[config.mk]
export PLATFORM = sky130hd
export DESIGN_NAME = gpio_port
export DESIGN_NICKNAME = d
export VERILOG_FILES = /design/src/rtl/gpio_port_pkg.sv /design/src/rtl/gpio_pin_sync.sv /design/src/rtl/gpio_reg_update.sv /design/src/rtl/gpio_chg_fsm.sv /design/src/rtl/gpio_port.sv
export SDC_FILE = /design/constraint.sdc
export NUM_CORES = 1
export LEC_CHECK = 0
export ABC_CLOCK_PERIOD_IN_PS = 2300
export BUFFER_PORTS_ARGS = -buffer_cell sky130_fd_sc_hd__buf_2
export CAP_MARGIN = 20
export CELL_PAD_IN_SITES_DETAIL_PLACEMENT = 0
export CELL_PAD_IN_SITES_GLOBAL_PLACEMENT = 1
export CORE_AREA = 8 8 88 90
export DETAILED_ROUTE_END_ITERATION = 8
export DIE_AREA = 0 0 96 98
export PLACE_DENSITY_LB_ADDON = 0.1
export SLEW_MARGIN = 20
export SYNTH_ARGS = -nofsm -noshare
export SYNTH_HDL_FRONTEND = slang
export SYNTH_SLANG_ARGS = --single-unit
[constraint.sdc]
create_clock -name clk -period 2.3 [get_ports clk]
set_input_delay 0 -clock clk [delete_from_list [all_inputs] [get_ports clk]]
set_output_delay 0 -clock clk [all_outputs]
set_load 0.05 [all_outputs]
[src/rtl/gpio_port_pkg.sv]
package gpio_port_pkg;

    typedef enum logic {
        FLG_IDLE = 1'b0,
        FLG_SET  = 1'b1
    } flg_state_e;

    function automatic logic [7:0] unused_pad8();
        return 8'h00;
    endfunction

endpackage

[src/rtl/gpio_pin_sync.sv]
module gpio_pin_sync #(
    parameter int W      = 8,
    parameter int STAGES = 2
) (
    input  logic         clk,
    input  logic         rst_n,
    input  logic [W-1:0] d_i,
    output logic [W-1:0] q_o
);
    logic [W-1:0] stg [STAGES];

    for (genvar k = 0; k < STAGES; k++) begin : g_stage
        if (k == 0) begin : g_first
            always_ff @(posedge clk or negedge rst_n) begin
                if (!rst_n) stg[k] <= '0;
                else        stg[k] <= d_i;
            end
        end else begin : g_next
            always_ff @(posedge clk or negedge rst_n) begin
                if (!rst_n) stg[k] <= '0;
                else        stg[k] <= stg[k-1];
            end
        end
    end

    assign q_o = stg[STAGES-1];
endmodule

[src/rtl/gpio_reg_update.sv]
module gpio_reg_update #(
    parameter int              W     = 8,
    parameter int              AW    = 8,
    parameter int              IDX_W = 3,
    parameter logic [AW-1:0]   ADDR  = '0,
    parameter int              LIMIT = 32
) (
    input  logic [W-1:0]     cur_i,
    input  logic             bus_wr,
    input  logic [AW-1:0]    bus_addr,
    input  logic [W-1:0]     bus_wdata,
    input  logic             bop_en,
    input  logic             bop_val,
    input  logic [AW-1:0]    bop_addr,
    input  logic [IDX_W-1:0] bop_idx,
    output logic [W-1:0]     nxt_o
);
    localparam bit BIT_OK = (int'(ADDR) < LIMIT);

    logic [W-1:0] mask;
    logic         bus_hit;
    logic         bop_hit;

    assign mask    = {{(W-1){1'b0}}, 1'b1} << bop_idx;
    assign bus_hit = bus_wr && (bus_addr == ADDR);
    assign bop_hit = BIT_OK && bop_en && (bop_addr == ADDR);

    always_comb begin
        if (bus_hit)       nxt_o = bus_wdata;
        else if (bop_hit)  nxt_o = bop_val ? (cur_i | mask) : (cur_i & ~mask);
        else               nxt_o = cur_i;
    end
endmodule

[src/rtl/gpio_chg_fsm.sv]
module gpio_chg_fsm
    import gpio_port_pkg::*;
(
    input  logic clk,
    input  logic rst_n,
    input  logic chg_i,
    input  logic clr_i,
    output logic flag_o
);
    flg_state_e state_q, state_d;

    always_comb begin
        state_d = state_q;
        unique case (state_q)
            FLG_IDLE: if (chg_i)           state_d = FLG_SET;
            FLG_SET:  if (clr_i && !chg_i) state_d = FLG_IDLE;
            default:                       state_d = FLG_IDLE;
        endcase
    end

    always_ff @(posedge clk or negedge rst_n) begin
        if (!rst_n) state_q <= FLG_IDLE;
        else        state_q <= state_d;
    end

    always_comb flag_o = (state_q == FLG_SET);

    assert_flag_hold_R9: assert property (@(posedge clk) disable iff (!rst_n)
        (state_q == FLG_SET && !clr_i) |=> (state_q == FLG_SET));

    assert_flag_detect_R8: assert property (@(posedge clk) disable iff (!rst_n)
        chg_i |=> flag_o);
endmodule

[src/rtl/gpio_port.sv]
module gpio_port #(
    parameter int            W         = 8,
    parameter int            AW        = 8,
    parameter int            SYNC_LEN  = 2,
    parameter int            BIT_LIMIT = 32,
    parameter logic [AW-1:0] A_PIN     = 8'h00,
    parameter logic [AW-1:0] A_DIR     = 8'h01,
    parameter logic [AW-1:0] A_OUT     = 8'h02,
    parameter logic [AW-1:0] A_FLAG    = 8'h03,
    parameter logic [AW-1:0] A_PULL    = 8'h21
) (
    input  logic                  clk,
    input  logic                  rst_n,
    input  logic [AW-1:0]         bus_addr,
    input  logic                  bus_wr,
    input  logic                  bus_rd,
    input  logic [W-1:0]          bus_wdata,
    output logic [W-1:0]          bus_rdata,
    input  logic                  bop_en,
    input  logic                  bop_val,
    input  logic [AW-1:0]         bop_addr,
    input  logic [$clog2(W)-1:0]  bop_idx,
    input  logic [W-1:0]          pin_in,
    output logic [W-1:0]          pin_oe,
    output logic [W-1:0]          pin_out,
    output logic [W-1:0]          pin_pullup,
    output logic                  flag_chg
);
    localparam int IDX_W  = $clog2(W);
    localparam int N_REGS = 3;
    localparam bit FLAG_BIT_OK = (int'(A_FLAG) < BIT_LIMIT);

    logic [W-1:0] reg_q [N_REGS];
    logic [W-1:0] reg_d [N_REGS];
    logic [W-1:0] dir_q, out_q, pull_q;
    logic [W-1:0] pin_sync, pin_prev_q;
    logic         chg, flag_clr, bus_flag_hit;

    for (genvar i = 0; i < N_REGS; i++) begin : g_reg
        localparam logic [AW-1:0] RA = (i == 0) ? A_DIR : ((i == 1) ? A_OUT : A_PULL);

        gpio_reg_update #(
            .W(W), .AW(AW), .IDX_W(IDX_W), .ADDR(RA), .LIMIT(BIT_LIMIT)
        ) u_upd (
            .cur_i    (reg_q[i]),
            .bus_wr   (bus_wr),
            .bus_addr (bus_addr),
            .bus_wdata(bus_wdata),
            .bop_en   (bop_en),
            .bop_val  (bop_val),
            .bop_addr (bop_addr),
            .bop_idx  (bop_idx),
            .nxt_o    (reg_d[i])
        );

        always_ff @(posedge clk or negedge rst_n) begin
            if (!rst_n) reg_q[i] <= '0;
            else        reg_q[i] <= reg_d[i];
        end
    end

    assign dir_q  = reg_q[0];
    assign out_q  = reg_q[1];
    assign pull_q = reg_q[2];

    gpio_pin_sync #(.W(W), .STAGES(SYNC_LEN)) u_sync (
        .clk  (clk),
        .rst_n(rst_n),
        .d_i  (pin_in),
        .q_o  (pin_sync)
    );

    always_ff @(posedge clk or negedge rst_n) begin
        if (!rst_n) pin_prev_q <= '0;
        else        pin_prev_q <= pin_sync;
    end

    assign chg          = (pin_sync != pin_prev_q);
    assign bus_flag_hit = bus_wr && (bus_addr == A_FLAG);
    assign flag_clr     = (bus_flag_hit && bus_wdata[0])
                        || (FLAG_BIT_OK && !bus_flag_hit && bop_en && bop_val
                            && (bop_addr == A_FLAG) && (bop_idx == '0));

    gpio_chg_fsm u_fsm (
        .clk   (clk),
        .rst_n (rst_n),
        .chg_i (chg),
        .clr_i (flag_clr),
        .flag_o(flag_chg)
    );

    assign pin_oe     = dir_q & {W{rst_n}};
    assign pin_out    = out_q;
    assign pin_pullup = pull_q & ~dir_q & {W{rst_n}};

    always_comb begin
        bus_rdata = '0;
        if (bus_rd) begin
            if      (bus_addr == A_PIN)  bus_rdata = pin_sync;
            else if (bus_addr == A_DIR)  bus_rdata = dir_q;
            else if (bus_addr == A_OUT)  bus_rdata = out_q;
            else if (bus_addr == A_FLAG) bus_rdata = {{(W-1){1'b0}}, flag_chg};
            else if (bus_addr == A_PULL) bus_rdata = pull_q;
        end
    end

    assert_bop_single_R5: assert property (@(posedge clk) disable iff (!rst_n)
        (bop_en && bop_addr == A_DIR && !(bus_wr && bus_addr == A_DIR))
        |=> ($countones(dir_q ^ $past(dir_q)) <= 1));

    assert_bop_reject_R6: assert property (@(posedge clk) disable iff (!rst_n)
        (int'(A_PULL) >= BIT_LIMIT && bop_en && bop_addr == A_PULL
         && !(bus_wr && bus_addr == A_PULL))
        |=> $stable(pull_q));

    assert_rsvd_zero_R10: assert property (@(posedge clk) disable iff (!rst_n)
        (bus_rd && bus_addr != A_PIN && bus_addr != A_DIR && bus_addr != A_OUT
         && bus_addr != A_FLAG && bus_addr != A_PULL) |-> (bus_rdata == '0));

    assert_bus_wins_R7: assert property (@(posedge clk) disable iff (!rst_n)
        (bus_wr && bus_addr == A_OUT && bop_en && bop_addr == A_OUT)
        |=> (out_q == $past(bus_wdata)));
endmodule

* After elaboration in Yosys (flattened, before gate mapping)
Cells that the tools add are included.
** Operators by class
- Bitwise operators :: 10
- Eq/ne operators :: 8
- Muxes and demuxes :: 15
- Reduce and logical (&&, ||, !) cells :: 19
- Shift-type cells :: 1
** Operator list (count)
- $mux 8 :: 12
- $and 8x8->8 :: 5
- $eq 8x2->1 const B :: 4
- $eq 8x1->1 const B :: 2
- $not 8->8 :: 2
- $or 8x8->8 :: 2
- $logic_and 1x1->1 :: 12
- $eq 8x6->1 const B :: 1
- $logic_not 8->1 :: 1
- $ne 8x8->1 :: 1
- $shl 1x3->8 const A :: 1
- $reduce_bool 2->1 :: 2
- $logic_not 3->1 :: 1
- $logic_not 1->1 :: 2
- $mux 1 :: 2
- $pmux 1 s2 :: 1
- $logic_or 1x1->1 :: 1
- $not 1->1 :: 1
** Storage, ports and cells
- Flip-flop bits (word level) :: 49
- Input bits :: 41
- Output and inout bits :: 33

* Longest topological paths before layout
- Word-level depth :: 11
- Depth in mapped cells :: 7
- Depth with buffers taken out :: 4

* By module
Synthesis repeated with hierarchy kept, for this count alone.
** Second synthesis, totals
- Cells, all modules :: 283
- Area total of the unflattened synthesis :: 2797.7 µm²
** Modules (own cells, without submodules)
- gpio_port :: area each 1417.6 µm², sequential area each 800.8 µm², times used 1, cells each 137
- gpio_reg_update at g_reg[0].u_upd ... :: area each 369.1 µm², sequential area each 0.0 µm², times used 2, cells each 54
- gpio_pin_sync :: area each 460.4 µm², sequential area each 400.4 µm², times used 1, cells each 24
- gpio_reg_update at g_reg[2].u_upd :: area each 145.1 µm², sequential area each 0.0 µm², times used 1, cells each 11
- gpio_chg_fsm :: area each 36.3 µm², sequential area each 25.0 µm², times used 1, cells each 3

* Worst setup path before layout
OpenSTA, ideal clock, no wires.
- Path kind :: flip-flop to output port
- Start point :: register (tool-made name)
- End point :: output bus_rdata[1]
- Arrival time :: 2.020 ns
- Data required time :: 2.300 ns
- Path slack :: 0.280 ns
- Stages on the path, launching flop included :: 5
- Path buffers :: 0
- Cells stage by stage :: dfrtp_1 inv_1 o22ai_1 a22oi_1 nor3_1
** RTL lines
- end: declaration :: RTL line gpio_port.sv:18 : output logic [W-1:0] bus_rdata,

* Final worst setup path
- Start point :: input bus_addr[2]
- End point :: output bus_rdata[0]
** Between the ends
- Longest elaborated chain between the ends :: 7
- Elaborated cells between the ends (all ways) :: 11
** RTL lines
- start: declaration :: RTL line gpio_port.sv:14 : input logic [AW-1:0] bus_addr,
- $eq 8x6->1 :: RTL line gpio_port.sv:103 : else if (bus_addr == A_PULL) bus_rdata = pull_q;
- $mux 8 :: RTL line gpio_port.sv:103
- $mux 8 :: RTL line gpio_port.sv:102 : else if (bus_addr == A_FLAG) bus_rdata = {{(W-1){1'b0}}, flag_chg};
- $mux 8 :: RTL line gpio_port.sv:101 : else if (bus_addr == A_OUT) bus_rdata = out_q;
- $mux 8 :: RTL line gpio_port.sv:100 : else if (bus_addr == A_DIR) bus_rdata = dir_q;
- $mux 8 * :: RTL line gpio_port.sv:99 : if (bus_addr == A_PIN) bus_rdata = pin_sync;
- $mux 8 * :: RTL line gpio_port.sv:98 : if (bus_rd) begin
Every way passes the cells marked *; elsewhere a longest branch is shown, timed or not.

==> flow_metrics.tcl <==
set metrics [dict create \
    start_util_pct 39.61 \
    num_vias 2137 \
    postLayoutCellArea_sq_mm 0.003257 \
    die_y_um 98 \
    coreArea_sq_mm 0.006494 \
    drv_cap 0 \
    yosysSeqAreaShare_pct 47.67 \
    grt_pass1_vias 2279 \
    cts.path.max_buffers 2 \
    root_buffer "clkbuf_8" \
    place.gp.congestion 0.7609 \
    drt_iter0_markers 51 \
    async_reset_ff_share_pct 100.0 \
    io_buffer_count 73 \
    hold_class "in -> reg" \
    ios 74 \
    synth_fp_nets 288 \
    clock-sinks 49 \
    overflow 0 \
    cp_cell_sequence "buf_2, or4_4, or4_1, o221ai_1, nor2_1, buf_2" \
    worst_pin_slew_ns 0.6500 \
    start_kind "input pin" \
    insertion_delay_ns 0.30 \
    area_growth_pct 26.60 \
    drtAntennaViolNets 0 \
    post_cts_buffers 0 \
    wire_per_inst_um 17.04 \
    synth_edf_count 0 \
    whs_endpoint "pull_q[7]$_DFFE_PN0P_" \
    fin_setup_tns_ns 0 \
    reg2reg_depth 4 \
    antenna_found_initial 0 \
    via_per_inst 5.174 \
    avgSynthCellArea_sq_um 10.41 \
    dieArea_sq_mm 0.009408 \
    regToRegSetupSlack_ns 0.92 \
    cts_buffers 5 \
    worstPathRequired_ns 2.30 \
    status "finished, final reports clean" \
    wl_um 7038 \
    finalCritPeriodShare_pct 77.97 \
    ys_ff_latch 49 \
    hpwl_um 5453 \
    slowest_delay_ns 0.64 \
    netlist_area_sq_mm 0.002572 \
    max_slew_margin_pct 56.67 \
    ys_warn_count 0 \
    yosysTopAreaCell "dfrtp_1" \
    fmax_mhz 557.6 \
    setup_viol 0 \
    hold_viol_final 0 \
    place_area_sq_mm 0.002982 \
    period_minus_slack_ns 1.793 \
    netlist_instances 247 \
    rows 30 \
    reg2reg_from "u_sync.q_o[7]$_DFF_PN0_" \
    synth_top_area_share_pct 47.67 \
    cts_resized 0 \
    drc_errors 0 \
    cp-end-kind "output port" \
    dr.pass1.iters 4 \
    cp.arrival_ns 1.79 \
    p_per_area_mw_per_mm2 589.6 \
    cts_hold_buf 16 \
    cp_common_cell "buf_2" \
    grt_use_total_pct 15.60 \
    cp_slowest_cell "or4_1" \
    hold_path_depth 2 \
    slew_viol_final 0 \
    max-vdd-ir-drop_mv 0.3047 \
    crit_type "in -> out" \
    grt_pass1_wl_um 11790 \
    min_from "bus_wdata[7]" \
    leakagePower_nw 1.562 \
    tritoncts "built" \
    die_x_um 96 \
    drive_gt1_share_pct 31.23 \
    htree_levels 2 \
    r2r_end "u_fsm.flag_o$_DFF_PN0_" \
    synth_flop_cell "dfrtp_1" \
    worst_clock_skew_ns 0.005714 \
    finalNetCount 373 \
    grt_max_degree 37 \
    synthTopCellsByCount "49 x dfrtp_1, 18 x nor2_1, 12 x inv_1, 11 x nor2b_1" \
    diodes 0 \
    yosysMostFrequentCell "dfrtp_1" \
    ys_types 43 \
    clkTransAtPathRegs_ns 0.09 \
    rsz0062_at_grt "no" \
    synthTopCellsByArea "dfrtp_1 48%, mux2_2 3.5%, and3b_1 2.7%, xor2_1 2.7%, nor2b_1 2.7%" \
    critPathMaxFanout 8 \
]
## through the flow
stage / instances / total power [mW] / setup WS, ns / hold WS [ns] / utilization (%)
after floorplan: 247 / 1.172 / 0.2800 / -0.2956 / -
after global placement: 389 / 1.302 / 0.4991 / 0.05857 / 45.92
final: 413 / 1.920 / 0.5068 / 0.007280 / 50.15
after global routing: 413 / 2.024 / 0.3745 / 0.006076 / 50.15
after detailed placement: 389 / 1.306 / 0.4830 / 0.05721 / 45.92
after CTS: 413 / 1.951 / 0.4832 / 0.003663 / 50.15
## power breakdown
part / switching, mW / internal [mW]
clock network: 0.290 / 0.325
logic: 0.213 / 0.134
registers: 0.0447 / 0.914
## logic make-up (layout without fill, tap and decap cells)
family	count (synthesis)	count (layout)	share of synthesized area [%]
simple gates	95	95	23.83
compound gates	55	55	15.22
flops	49	49	47.67
buf+inv	27	113	5.107
mux	13	13	5.448
xor+xnor	8	8	2.724
## placed cells by master (no fill, tap or decap), types with 2 or more instances in the layout
cell type	instances
a21oi_1	4
a22oi_1	7
a31oi_1	2
a31oi_2	2
and2_1	9
and3b_1	8
buf_2	73
buf_4	4
clkbuf_8	5
dfrtp_1	49
dlygate4sd3_1	16
inv_1	12
mux2_2	8
mux2i_1	5
nand2_1	6
nand3_1	6
nand4_1	5
nand4b_1	3
nor2_1	18
nor2_2	2
nor2b_1	11
nor3_1	9
nor4_1	2
o211ai_1	8
o21a_1	8
o21ai_0	6
o22ai_1	7
o31ai_1	8
or4_1	2
or4_4	2
or4b_1	3
or4bb_1	4
xor2_1	8
## how the worst max path moves through the flow
stage | end | cells after the start | startpoint | slack [ns]
CTS | bus_rdata[0] | 6 | bus_addr[2] | 0.48
finish | bus_rdata[0] | 6 | bus_addr[2] | 0.51
floorplan | bus_rdata[1] | 4 | flip-flop | 0.28
global route | bus_rdata[0] | 6 | bus_addr[2] | 0.37
global placement | flip-flop | 5 | bus_addr[2] | 0.50
detailed placement | bus_rdata[0] | 6 | bus_addr[2] | 0.48
## per-layer routing
metal | global-route usage, % | vias up | share of wire, %
met5 | 0 | - | 0
met4 | 3.905 | 0 | 1.1
met3 | 2.993 | 7 | 4.0
met2 | 24.80 | 51 | 47
met1 | 20.90 | 1002 | 48
li1 | - | 1077 | -
## area by class of cell
cell class                 instances  area, sq um
fill                             635         3237
sequential                        49         1226
multi-input combinational        171         1215
timing repair buffer              93        555.5
tap                               80        100.1
clock buffer                       5        68.82
clock inverter                     3        46.29
inverter                          12        45.04
## worst max-delay path: cells and delay by family
family / cells / cell delay [ns]
and+or+nand+nor: 3 / 1.25
buffers and inverters: 2 / 0.31
AOI/OAI and AO/OA: 1 / 0.24
No activity file was read; power rests on OpenSTA's default activity.
